===== src/rtl/tlbr_pkg.sv =====
package tlbr_pkg;
  localparam int TAG_W  = 44;
  localparam int ASID_W = 16;
  localparam int PG_W   = TAG_W + 1;

  typedef struct packed {
    logic [TAG_W-1:0]  tag;
    logic [ASID_W-1:0] asid;
    logic              glob;
    logic [1:0]        lvl;
    logic              leaf;
    logic [1:0]        gran;
    logic              narrow;
  } tlbr_entry_t;

  typedef struct packed {
    logic [ASID_W-1:0] asid;
    logic [1:0]        tg;
    logic [1:0]        ttl;
    logic [PG_W-1:0]   lo;
    logic [PG_W-1:0]   hi;
  } tlbr_cmd_t;

  typedef enum logic [1:0] {S_IDLE, S_WALK, S_DONE} tlbr_state_e;

  // granule size above 4 KB, in page-number bits
  function automatic logic [2:0] gran_pg_shift(input logic [1:0] g);
    case (g)
      2'b10:   return 3'd2;
      2'b11:   return 3'd4;
      default: return 3'd0;
    endcase
  endfunction

  // address bits resolved per table level
  function automatic logic [3:0] lvl_step(input logic [1:0] g);
    case (g)
      2'b01:   return 4'd9;
      2'b10:   return 4'd11;
      2'b11:   return 4'd13;
      default: return 4'd0;
    endcase
  endfunction
endpackage


===== src/rtl/tlbr_cmd_decode.sv =====
module tlbr_cmd_decode
  import tlbr_pkg::*;
(
  input  logic [127:0] op,
  input  logic         lpa_en,
  output tlbr_cmd_t    cmd
);
  logic [TAG_W-1:0] base;
  logic [4:0]       num;
  logic [1:0]       scale;
  logic [1:0]       tg;
  logic [1:0]       ttl;
  logic [5:0]       count;
  logic [4:0]       shamt;
  logic [PG_W-1:0]  span;

  always_comb begin
    base  = op[107:64];
    num   = op[43:39];
    scale = op[45:44];
    tg    = op[47:46];
    ttl   = op[38:37];
    count = {1'b0, num} + 6'd1;
    // 5*scale + 1 granules exponent, converted to 4 KB pages
    shamt = 5'({scale, 2'b00}) + 5'(scale) + 5'd1 + 5'(gran_pg_shift(tg));
    span  = PG_W'(count) << shamt;

    cmd.asid = op[63:48];
    cmd.tg   = tg;
    cmd.ttl  = (tg == 2'b10 && ttl == 2'b01 && !lpa_en) ? 2'b00 : ttl;
    cmd.lo   = {1'b0, base};
    cmd.hi   = {1'b0, base} + span;
  end
endmodule


===== src/rtl/tlbr_entry_match.sv =====
module tlbr_entry_match
  import tlbr_pkg::*;
(
  input  tlbr_entry_t ent,
  input  logic        ent_valid,
  input  tlbr_cmd_t   cmd,
  output logic        hit
);
  logic [5:0]      esh;
  logic [PG_W-1:0] esize;
  logic [PG_W-1:0] estart;
  logic [PG_W-1:0] eend;
  logic            overlap;
  logic            level_ok;
  logic            asid_ok;
  logic            gran_ok;

  always_comb begin
    esh    = 6'(gran_pg_shift(ent.gran)) + 6'(lvl_step(ent.gran)) * 6'(2'd3 - ent.lvl);
    esize  = PG_W'(1) << esh;
    estart = {1'b0, ent.tag} & ~(esize - PG_W'(1));
    eend   = estart + esize;
    overlap = (estart < cmd.hi) && (eend > cmd.lo);

    if (cmd.ttl == 2'b00)  level_ok = 1'b1;
    else if (ent.narrow)   level_ok = 1'b0;
    else if (ent.leaf)     level_ok = (ent.lvl == cmd.ttl);
    else                   level_ok = (ent.lvl < cmd.ttl);

    asid_ok = (ent.leaf && ent.glob) || (ent.asid == cmd.asid);
    gran_ok = (cmd.tg != 2'b00) && (ent.gran == cmd.tg);

    hit = ent_valid && gran_ok && overlap && level_ok && asid_ok;
  end
endmodule


===== src/rtl/tlbr_entry_store.sv =====
module tlbr_entry_store
  import tlbr_pkg::*;
#(
  parameter int ENTRIES = 16,
  localparam int IDX_W  = $clog2(ENTRIES)
) (
  input  logic               clk,
  input  logic               rst_n,
  input  logic               wr_en,
  input  logic [IDX_W-1:0]   wr_idx,
  input  tlbr_entry_t        wr_ent,
  input  logic               clr_en,
  input  logic [IDX_W-1:0]   clr_idx,
  input  logic [IDX_W-1:0]   rd_idx,
  output tlbr_entry_t        rd_ent,
  output logic               rd_valid,
  output logic [ENTRIES-1:0] vld
);
  tlbr_entry_t mem [ENTRIES];

  always_ff @(posedge clk) begin
    if (wr_en) mem[wr_idx] <= wr_ent;
  end

  for (genvar g = 0; g < ENTRIES; g++) begin : g_slot
    always_ff @(posedge clk) begin
      if (!rst_n)                                   vld[g] <= 1'b0;
      else if (wr_en && wr_idx == IDX_W'(g))        vld[g] <= 1'b1;  // write wins
      else if (clr_en && clr_idx == IDX_W'(g))      vld[g] <= 1'b0;
    end
  end

  assign rd_ent   = mem[rd_idx];
  assign rd_valid = vld[rd_idx];
endmodule


===== src/rtl/tlb_rinv_engine.sv =====
module tlb_rinv_engine
  import tlbr_pkg::*;
#(
  parameter int ENTRIES = 16,
  localparam int IDX_W  = $clog2(ENTRIES)
) (
  input  logic                     clk,
  input  logic                     rst_n,
  input  logic                     lpa_en,
  input  logic                     in_valid,
  output logic                     in_ready,
  input  logic [127:0]             in_op,
  output logic                     done,
  input  logic                     wr_en,
  input  logic [IDX_W-1:0]         wr_idx,
  input  logic [tlbr_pkg::TAG_W-1:0]  wr_tag,
  input  logic [tlbr_pkg::ASID_W-1:0] wr_asid,
  input  logic                     wr_global,
  input  logic [1:0]               wr_level,
  input  logic                     wr_leaf,
  input  logic [1:0]               wr_gran,
  input  logic                     wr_narrow,
  output logic [ENTRIES-1:0]       valid_vec
);
  tlbr_state_e      state;
  logic [IDX_W-1:0] idx;
  tlbr_cmd_t        cmd_d;
  tlbr_cmd_t        cmd_q;
  tlbr_entry_t      wr_ent;
  tlbr_entry_t      cur_ent;
  logic             cur_valid;
  logic             hit;
  logic             clr_en;
  logic             accept;
  logic             last;

  assign wr_ent = '{tag: wr_tag, asid: wr_asid, glob: wr_global, lvl: wr_level,
                    leaf: wr_leaf, gran: wr_gran, narrow: wr_narrow};

  tlbr_cmd_decode u_dec (
    .op     (in_op),
    .lpa_en (lpa_en),
    .cmd    (cmd_d)
  );

  tlbr_entry_store #(.ENTRIES(ENTRIES)) u_store (
    .clk      (clk),
    .rst_n    (rst_n),
    .wr_en    (wr_en),
    .wr_idx   (wr_idx),
    .wr_ent   (wr_ent),
    .clr_en   (clr_en),
    .clr_idx  (idx),
    .rd_idx   (idx),
    .rd_ent   (cur_ent),
    .rd_valid (cur_valid),
    .vld      (valid_vec)
  );

  tlbr_entry_match u_match (
    .ent       (cur_ent),
    .ent_valid (cur_valid),
    .cmd       (cmd_q),
    .hit       (hit)
  );

  assign in_ready = (state == S_IDLE);
  assign done     = (state == S_DONE);
  assign accept   = in_valid && in_ready;
  assign last     = (idx == IDX_W'(ENTRIES - 1));
  assign clr_en   = (state == S_WALK) && hit;

  always_ff @(posedge clk) begin
    if (!rst_n) begin
      state <= S_IDLE;
      idx   <= '0;
      cmd_q <= '0;
    end else begin
      case (state)
        S_IDLE: if (accept) begin
          cmd_q <= cmd_d;
          idx   <= '0;
          state <= S_WALK;
        end
        S_WALK: begin
          if (last) state <= S_DONE;
          else      idx   <= idx + IDX_W'(1);
        end
        default: state <= S_IDLE;
      endcase
    end
  end
endmodule


===== config.mk =====
export PLATFORM = sky130hd
export DESIGN_NAME = tlb_rinv_engine
export DESIGN_NICKNAME = d
export VERILOG_FILES = /design/src/rtl/tlbr_pkg.sv /design/src/rtl/tlbr_cmd_decode.sv /design/src/rtl/tlbr_entry_match.sv /design/src/rtl/tlbr_entry_store.sv /design/src/rtl/tlb_rinv_engine.sv
export SDC_FILE = /design/constraint.sdc
export NUM_CORES = 1
export LEC_CHECK = 0
export BUFFER_PORTS_ARGS = -buffer_cell sky130_fd_sc_hd__buf_4
export CORE_UTILIZATION = 50
export DETAILED_ROUTE_END_ITERATION = 12
export PLACE_DENSITY = 0.67
export SYNTH_ARGS = -nofsm -noshare
export SYNTH_HDL_FRONTEND = slang
export SYNTH_SLANG_ARGS = --single-unit

===== constraint.sdc =====
create_clock -name clk -period 20.1 [get_ports clk]
set_input_delay 4.02 -clock clk [delete_from_list [all_inputs] [get_ports clk]]
set_output_delay 4.02 -clock clk [all_outputs]
set_load 0.1 [all_outputs]

* Yosys cells after proc, flatten, opt, wreduce, memory -nomap -nowiden *
Memories as Yosys holds them, arrays and structs flattened. A register that Yosys moved wholly into a read port is not among the register bits.
Index checks and enable logic that the tools add are counted.

storage, ports and cells
  register bits after elaboration = 131
  memories = 1
  ROM bits = 0
  logic and storage cells = 208
  bits in writable memories = 1072
  output and inout bits = 18
  bits in latches = 0
  input port bits = 204

memories
  name         depth  width  rd ports  clocked after Yosys merged registers in  write ports  line                    source
  u_store.mem  16     67     1         1                                        1            tlbr_entry_store.sv:19  tlbr_entry_t mem [ENTRIES];

cells by class
  shifts and indexed selects = 2
  bitwise logic cells = 2
  div/mod/pow operators = 0
  eq/ne operators = 44
  order comparisons = 4
  mux-type cells = 51
  reductions and logical operators = 70
  add/subtract/negate cells = 10
  multipliers = 1

operators by type and width
  operator                 number
  $eq A4 B4 Y1 const B     16
  $add A44 B45 Y45         1
  $add A45 B45 Y45         1
  $and A44 B45 Y45         1
  $gt A45 B44 Y1           1
  $lt A45 B45 Y1           1
  $not A45 Y45             1
  $shl A1 B6 Y45 const A   1
  $shl A6 B5 Y45           1
  $sub A45 B1 Y45 const B  1
  $logic_and A1 B1 Y1      43
  $mux W1                  38
  $reduce_bool A2 Y1       18
  $eq A4 B3 Y1 const B     8
  $eq A16 B16 Y1           1
  $eq A4 B2 Y1 const B     4
  $mux W4                  4
  $pmux W3 S2              2
  $pmux W4 S3              1
  $eq A2 B2 Y1 const B     5
  $eq A4 B1 Y1 const B     2
  $logic_not A4 Y1         2
  $pmux W4 S2              1
  $add A3 B6 Y6            1
  21 further kinds         29

* Depth between registers and ports, before layout *
Gate-level depths: netlist (run 1).

  word-level depth = 18
  depth in mapped cells = 58
  mapped depth without buffers = 48

* Cells and area by module *
From an unflattened synthesis (run 1), not the netlist that was laid out.

second synthesis, totals
  cells, all modules = 3758
  area, all modules = 55269.3 µm²

by module, submodules not included
  module            area each (µm²)  cells each  instances  sequential area each (µm²)
  tlbr_entry_store  40771.6          1725        1          32511.2
  tlbr_entry_match  6837.8           1011        1          0.0
  tlb_rinv_engine   4125.2           512         1          2322.2
  tlbr_cmd_decode   3534.6           510         1          0.0

* Worst setup path before layout (run 1) *
Ideal clock, no wire load.

  path kind = flip-flop to flip-flop
  start = register (tool-made name)
  end = register u_store.vld[4]
  clock period less this slack = 11.410 ns
  slack = 8.690 ns
  arrival time = 11.317 ns
  cell stages (with the launch flop) = 53
  setup time = 0.093 ns
  required time = 20.007 ns
  path buffers = 12
  cells stage by stage = dfxtp_1 -> buf_2 -> buf_4 -> buf_4 -> buf_2 -> buf_2 -> buf_2 -> buf_2 -> buf_2 -> buf_1 -> mux4_2 -> mux4_2 -> a21oi_1 -> ha_1 -> inv_1 -> fa_1 -> inv_1 -> ha_1 -> [17 not listed] -> a221o_1 -> a211oi_1 -> o21ai_0 -> and4bb_1 -> o2111a_2 -> o22ai_2 -> o21ai_1 -> or4b_1 -> nand3_1 -> ha_1 -> o21ai_0 -> nand2b_1 -> a2111oi_0 -> o21ai_0 -> o221ai_1 -> o22ai_4 -> buf_12 -> a31oi_2

RTL lines
  element                          line                    source
  to (signal, indexed assignment)  tlbr_entry_store.sv:27  if (!rst_n) vld[g] <= 1'b0;
  to (signal, indexed assignment)  tlbr_entry_store.sv:28  else if (wr_en && wr_idx == IDX_W'(g)) vld[g] <= 1'b1;
  to (signal, indexed assignment)  tlbr_entry_store.sv:29  else if (clr_en && clr_idx == IDX_W'(g)) vld[g] <= 1'b0;
  to (decl)                        tlbr_entry_store.sv:17  output logic [ENTRIES-1:0] vld

==> results.md, run 1 <==
* Nets at 4032
* Async S/R FF share, synth at 0
* TritonCTS clock tree: yes
* Via count at 31263
* Yosys top cell by area: edfxtp_1
* Relative slew slack at 0.235
* Remaining DRCs at 0
* Routed wire length at ~140 mm
* Status: finished clean
* Area Growth Syn to Fin at 12.0%
* Layout cells sized above 1 at 0.203
* Pre-antenna DRT Iters at 5
* Final Slew Violations at 0
* Post-DRT Antenna Nets at 0
* Main synth FF type: edfxtp_1
* Layout filler cell count at just over 8000
* Pwr per Cell Area at about 92 nW/um2
* 1st-iter DRT viols at 3036
* Via/cell ratio at 6.08
* Synthesized area at around 54000 um2
* Die area at roughly 110000 um2
* Share of Yosys cell area claimed by the top area cell type at 0.593
* Lkg Pwr at just over 20 nW
* Fmax at 76.4 MHz
* Post-Synthesis Cells at 3465
* Die span in x at 331 um
* Worst path required time at slightly above 20 ns
* Grt ovf at 0
* Tot GR Track Use at 0.247
* Max Buffers Root-to-Sink at 3
* Worst hold path type: reg2reg
* # rows at 120
* Setup crit end kind: flip-flop
* Count of different cell masters after synthesis at 87
* Initial Utilization at 0.506
* Ys Warns at 0
* CTS root buf: clkbuf_16
* Tcrit/Tclk final at 0.651
* Sum of negative setup slack at 0 ns
* Hold Slack at between 0.4 and 0.5 ns
* CP max-delay cell: dfxtp_4
* Mean Syn Cell Area at roughly 16 um2
* CP peak stage delay at 0.90 ns
* Clk_skew at between 0.03 and 0.04 ns
* VDD IR max at slightly below 0.08 mV
* Final Hold Fails at 0
* CORE AREA at 107000 um2
* I/O pin count at 222
* Routability Congestion at ~0.95
* CTS Buf Count at approximately 120
* H-tree Lvls at 3
* Pre-CTS WS at about 7.2 ns
* Clk slew on worst S/H paths at about 0.06 ns
* Vias in the first global route at about 31000
* Max-Cap Viols at 0
* Largest net degree at the start of global routing at 126
* Measured slew at the worst slew-check pin at between 1 and 1.5 ns
* Die H at about 330 um
* CTS Hold Bufs at 0
* First-pass GRT wire length at 201 mm
* CP most frequent cell: ha_1
* Clock Sink Count at 1207
* Crit path DAT at 13.64 ns
* Number of synthesized register bits at 1207
* Tmin final at around 13 ns
* DP Wirelength at 82.2 mm
* Worst-path fanout max at 80
* Initial antenna violation count at 8
* # resized after CTS at 0
* Crit path launch type: flip-flop
* EDFF count, synth at 1072
* I/O Buffers at 164
* RSZ-0062 raised after global routing: no
* Drt wl/cell at 26.4 um
* Critical path type: reg2reg
* Ranking of synthesized cells by area: edfxtp_1, mux4_2, dfxtp_1
* Clock Latency Late Sink at approximately 0.73 ns
* Setup slack after layout at ~7 ns
* Synthesized net count at 3856
* Setup violations, final at 0
* Sequential cell area fraction in the yosys report at 0.643
* Post-CTS Setup Bufs at 0
-- area by class of cell --
type                    count  area, um2  share of cell area
well taps                1403       1760              0.0289
clock buffers             148       3060              0.0504
clock inverters            71        646              0.0106
multi-input cells        1969      18300               0.301
flip-flops and latches   1207      34900               0.574
diodes                      1       2.50           0.0000412
inverters                 139        523             0.00861
repair buffers            208       1600              0.0263
-- placed cells by master (no fill, tap or decap), drive strengths merged, types with 21 or more instances in the layout --
cell type	count
o21ai	109
dfxtp	135
xor2	34
nor3	21
a31oi	30
nor2b	25
nand2b	23
ha	181
a21oi	212
inv	143
nor2	211
clkbuf	148
nand2	299
and2	28
and3	23
edfxtp	1072
xnor2	76
buf	208
a21o	68
clkinv	54
nand4	37
mux4	335
nand3	38
-- synth_stat cells, types with 5 or more instances --
| library cell | n |
|---|---|
| mux2_2 | 8 |
| o211ai_1 | 10 |
| a31oi_2 | 10 |
| and2_1 | 27 |
| nor3b_1 | 5 |
| nand2b_1 | 23 |
| dfxtp_1 | 135 |
| clkbuf_1 | 89 |
| buf_6 | 10 |
| nor4_1 | 8 |
| nand3_1 | 38 |
| a21oi_1 | 210 |
| or3_1 | 11 |
| nor3_1 | 21 |
| a31oi_1 | 20 |
| nor2_1 | 211 |
| or2_2 | 9 |
| nor2b_1 | 25 |
| or4_1 | 5 |
| xor2_1 | 34 |
| buf_1 | 21 |
| a21o_1 | 68 |
| nand3b_1 | 7 |
| a21boi_0 | 14 |
| edfxtp_1 | 1072 |
| nand4_1 | 35 |
| o21a_1 | 15 |
| o22ai_1 | 7 |
| a211oi_1 | 12 |
| o21bai_1 | 15 |
| buf_2 | 24 |
| fa_1 | 6 |
| nand2_1 | 299 |
| and3_1 | 23 |
| a31o_2 | 5 |
| o31ai_1 | 7 |
| inv_1 | 135 |
| xnor2_1 | 76 |
| mux4_2 | 323 |
| mux2i_1 | 12 |
| mux4_1 | 12 |
| o21ai_0 | 104 |
| ha_1 | 181 |
-- sequential cells by signal, summed over array words and instances (netlist names), named ones only --
signal,count
cmd_q,109
u_store.vld,16
state,2
u_store.mem,1072
idx,4
-- logic make-up after synthesis --
group / Yosys count / share of synthesized area
AO/OA/AOI/OAI: 550 / 0.0638
XOR/XNOR: 110 / 0.0178
buffers and inverters: 289 / 0.0228
other: 1 / 0.0000691
AND/OR/NAND/NOR: 766 / 0.0651
adder cells (fa/ha/maj): 187 / 0.0439
flip-flops: 1207 / 0.643
multiplexers: 355 / 0.144
-- final timing paths --
| kind | slack (ns) | endpoint | cells past startpoint | startpoint |
|---|---|---|---|---|
| max | 7.01 | u_store.vld[6]$_SDFFE_PN0P_ | 37 | flip-flop |
| min | 0.45 | cmd_q[37]$_SDFFE_PN0P_ | 2 | cmd_q[37]$_SDFFE_PN0P_ |
| max reg2reg | 7.01 | u_store.vld[6]$_SDFFE_PN0P_ | 37 | flip-flop |
| min reg2reg | 0.45 | cmd_q[37]$_SDFFE_PN0P_ | 2 | cmd_q[37]$_SDFFE_PN0P_ |
-- per-layer routing --
metal  track usage  vias up  part of all wire
met5             0        -           0.00042
met4        0.0698       10             0.025
met3        0.0361      201             0.061
met2         0.406     1046              0.49
met1         0.344    16085              0.43
li1              -    13921                 -
-- power by group --
part	leakage, nW	internal [mW]	total, mW	switching, mW
Combinational	7.89	0.265	0.677	0.412
Clock	1.78	1.18	2.11	0.938
Sequential	10.8	2.79	2.82	0.0242
Total	20.5	4.23	5.60	1.37
-- per-stage QoR --
stage / util / power [mW] / area (um2) / cells
floorplan: - / 3.33 / 54300 / 3465
global placement: 0.531 / 3.53 / 57100 / 4926
detailed placement: 0.531 / 3.54 / 57100 / 4926
CTS: 0.566 / 5.64 / 60800 / 5145
global route: 0.566 / 5.80 / 60800 / 5145
finish: 0.566 / 5.60 / 60800 / 5146
-- worst max-delay path: cells and delay by family, from the launching register on --
family / cells / cell delay (ns)
xor gates and xnor gates: 2 / 0.31
adders and majority gates: 6 / 2.41
muxes: 1 / 0.39
DFF: 1 / 0.90
AOI/OAI and AO/OA: 11 / 3.78
and+or+nand+nor: 14 / 3.49
buffers and inverters: 3 / 1.50
(Power assumes the default switching activity.)
==> run 2: changes to the inputs <==
--- a/config.mk
+++ b/config.mk
@@ -5,10 +5,11 @@
 export SDC_FILE = /design/constraint.sdc
 export NUM_CORES = 1
 export LEC_CHECK = 0
+export ABC_AREA = 1
 export BUFFER_PORTS_ARGS = -buffer_cell sky130_fd_sc_hd__buf_4
 export CORE_UTILIZATION = 50
 export DETAILED_ROUTE_END_ITERATION = 12
-export PLACE_DENSITY = 0.67
+export PLACE_DENSITY = 0.69
 export SYNTH_ARGS = -nofsm -noshare
 export SYNTH_HDL_FRONTEND = slang
 export SYNTH_SLANG_ARGS = --single-unit
==> constraint.sdc (replaced) <==
create_clock -name clk -period 11.5 [get_ports clk]
set_input_delay 2.3 -clock clk [delete_from_list [all_inputs] [get_ports clk]]
set_output_delay 2.3 -clock clk [all_outputs]
set_load 0.1 [all_outputs]
==> run 2 against run 1 <==
Compared with the run above:
- count of clock-buffer cells in the layout down 1
- sequential power increased by 74%
- worst setup slack worse by 5.9 ns
- cell count grew 33%
- die area up 2.9%
- register-to-register slack worse by 5.9 ns
- largest power group unchanged
- highest routed layer unchanged
==> results.md, run 2 <==
* Status: finished clean
* Post-Synth XOR/XNOR Area at 0.0149
* Drt wl/cell at ~24 um
* Synth Area in Compound Gates at 0.134
* Post-DRT Antenna Nets at 0
* Sequential cell area fraction in the yosys report at 0.624
* Part of the power in registers at 0.452
* Top flop regs: u_store.mem (1072), cmd_q (109), u_store.vld (16)
* Yosys top cell by area: edfxtp_1
* Pre-CTS WS at a little under 0.5 ns
* Async S/R FF share, synth at 0
* Worst path required time at around 12 ns
* Synthesized area at ~56000 um2
* I/O Buffers at approximately 160
* Main synth FF type: edfxtp_1
* Max-Cap Viols at 0
* Layout filler cell count at roughly 9200
* Tcrit/Tclk final at 0.902
* Die span in x at around 340 um
* I/O pin count at about 220
* TritonCTS clock tree: yes
* Mean Syn Cell Area at 10.8 um2
* Tot GR Track Use at 0.282
* Number of synthesized register bits at 1207
* Die H at about 340 um
* Measured slew at the worst slew-check pin at roughly 1.3 ns
* VDD IR max at roughly 0.12 mV
* Count of different cell masters after synthesis at 76
* Most frequent cells in the layout: edfxtp_1, nand2_1, a21oi_1
* Die area at roughly 110000 um2
* Setup crit end kind: flip-flop
* Critical path type: reg2reg
* Net Sw Frac at 0.289
* # rows at 122
* Biggest register: u_store.mem
* CTS Buf Count at ~120
* Worst-path fanout max at roughly 110
* Crit path DAT at between 10 and 15 ns
* 1st-iter DRT viols at around 4400
* CP max-delay cell: dfxtp_4
* Pre-antenna DRT Iters at 6
* Clk_skew at 0.0696 ns
* DP Wirelength at about 100 mm
* Most frequent cells after synthesis: edfxtp_1, nand2_1, a21oi_1
* Tmin final at 10.37 ns
* Synth Area in Simple Gates at 0.136
* Nets at ~5700
* Setup violations, final at 0
* Initial Utilization at 0.505
* EDFF count, synth at approximately 1100
* Sum of negative setup slack at 0 ns
* Setup slack after layout at roughly 1.1 ns
* Ys Warns at 0
* Largest net degree at the start of global routing at around 160
* Clock Sink Count at ~1200
* Relative slew slack at 0.102
* Pwr per Cell Area at around 170 nW/um2
* CTS root buf: clkbuf_16
* Routability Congestion at between 0.9 and 1
* Max Buffers Root-to-Sink at 3
* Worst hold path type: reg2reg
* Remaining DRCs at 0
* Comb pwr share at 0.194
* Initial antenna violation count at 8
* Fmax at 96.4 MHz
* Via/cell ratio at 5.95
* Grt ovf at 0
* Lkg Pwr at about 23 nW
* Layout cells sized above 1 at 0.103
* H-tree Lvls at 3
* Cell Int Power at approximately 7.7 mW
* Area Growth Syn to Fin at 12.0%
* RSZ-0062 raised after global routing: no
* Adder-cell share of the synthesized area at 0.0427
* Final Hold Fails at 0
* Top-count cell post-synth: edfxtp_1
* Routed wire length at 162 mm
* Portion of netlist area occupied by mux cells at 0.000582
* Final Slew Violations at 0
* Via count at a little over 40000
* Net Sw Power at between 3 and 4 mW
* Hold path start: u_store.vld[1]$_SDFFE_PN0P_
* Largest family of logic cells by synthesized area: simple AND/OR/NAND/NOR gates
* First-pass GRT wire length at ~240 mm
* Synthesized net count at ~5600
* Clk slew on worst S/H paths at about 0.06 ns
* CP peak stage delay at between 0.6 and 0.7 ns
* Clock Latency Late Sink at ~0.75 ns
* Crit path launch type: flip-flop
* Most common cell after layout, fill and taps aside: edfxtp_1
* CORE AREA at approximately 110000 um2
* Post-Synthesis Cells at 5165
* Max reg flops at between 1000 and 1500
* Vias in the first global route at 38377
* Ranking of synthesized cells by area: edfxtp_1, nand2_1, dfxtp_1
* CP most frequent cell: inv_1
* Clock power frac at 0.354
* Share of Yosys cell area claimed by the top area cell type at 0.576
[run 2: timing repair]
item,CTS,global route
gates resized for setup,0,2
hold buffers,0,0
buffers inserted,0,3
setup endpoints to repair,0,16
hold endpoints to repair,0,0
[run 2: metal layers]
layer,wire (um),global-route usage,vias to the layer above
met5,65,0,-
met4,4440,0.0876,10
met3,13300,0.0381,255
met2,76200,0.457,1772
met1,67600,0.394,19956
li1,-,-,18775
[run 2: power by group through the flow]
| stage | registers (mW) | clock network, mW | logic [mW] |
|---|---|---|---|
| after floorplan | 5.01 | 0 | 1.37 |
| after global placement | 5.01 | 0 | 2.03 |
| after detailed placement | 5.01 | 0 | 2.07 |
| after CTS | 4.92 | 3.89 | 2.08 |
| after global routing | 4.92 | 4.07 | 2.32 |
| final | 4.92 | 3.85 | 2.11 |
[run 2: cell type report]
| type | count | area, um2 | share of cell area |
|---|---|---|---|
| sequential | 1207 | 34900 | 0.558 |
| multi-input combinational | 3291 | 18400 | 0.295 |
| clock buffer | 147 | 3100 | 0.0495 |
| timing repair buffer | 249 | 1960 | 0.0313 |
| tap | 1488 | 1860 | 0.0298 |
| inverter | 395 | 1520 | 0.0244 |
| clock inverter | 72 | 779 | 0.0125 |
| antenna | 2 | 5.00 | 0.0000800 |
[run 2: kinds of logic after synthesis]
kind of cell | count (synthesis)
fa+ha+maj | 187
compound gates | 1244
other cells | 1
mux | 2
simple gates | 1763
xor+xnor | 94
flops | 1207
buf+inv | 667
[run 2: worst paths after layout]
kind	depth (start not counted)	slack [ns]	to
max	63	1.13	u_store.vld[2]$_SDFFE_PN0P_
min	2	0.49	u_store.vld[1]$_SDFFE_PN0P_
max reg2reg	63	1.13	u_store.vld[2]$_SDFFE_PN0P_
min reg2reg	2	0.49	u_store.vld[1]$_SDFFE_PN0P_
[run 2: metrics by stage]
| stage | power (mW) | cells | area [um2] | util | hold WS (ns) |
|---|---|---|---|---|---|
| 4_1_cts | 10.9 | 6846 | 62500 | 0.565 | 0.484 |
| 2_1_floorplan | 6.38 | 5165 | 55900 | - | 0.449 |
| 5_1_grt | 11.3 | 6851 | 62600 | 0.565 | 0.504 |
| 3_3_place_gp | 7.04 | 6627 | 58600 | 0.530 | 0.467 |
| 6_report | 10.9 | 6851 | 62600 | 0.565 | 0.486 |
| 3_5_place_dp | 7.08 | 6627 | 58600 | 0.530 | 0.471 |
[run 2: worst max-delay path, delay by kind of cell, from the launching register on]
family / cells / cell delay, ns
AO/OA/AOI/OAI: 10 / 1.81
XOR/XNOR: 2 / 0.50
adder cells (fa/ha/maj): 7 / 2.05
buffers and inverters: 17 / 1.82
flip-flops: 1 / 0.65
AND/OR/NAND/NOR: 27 / 3.30
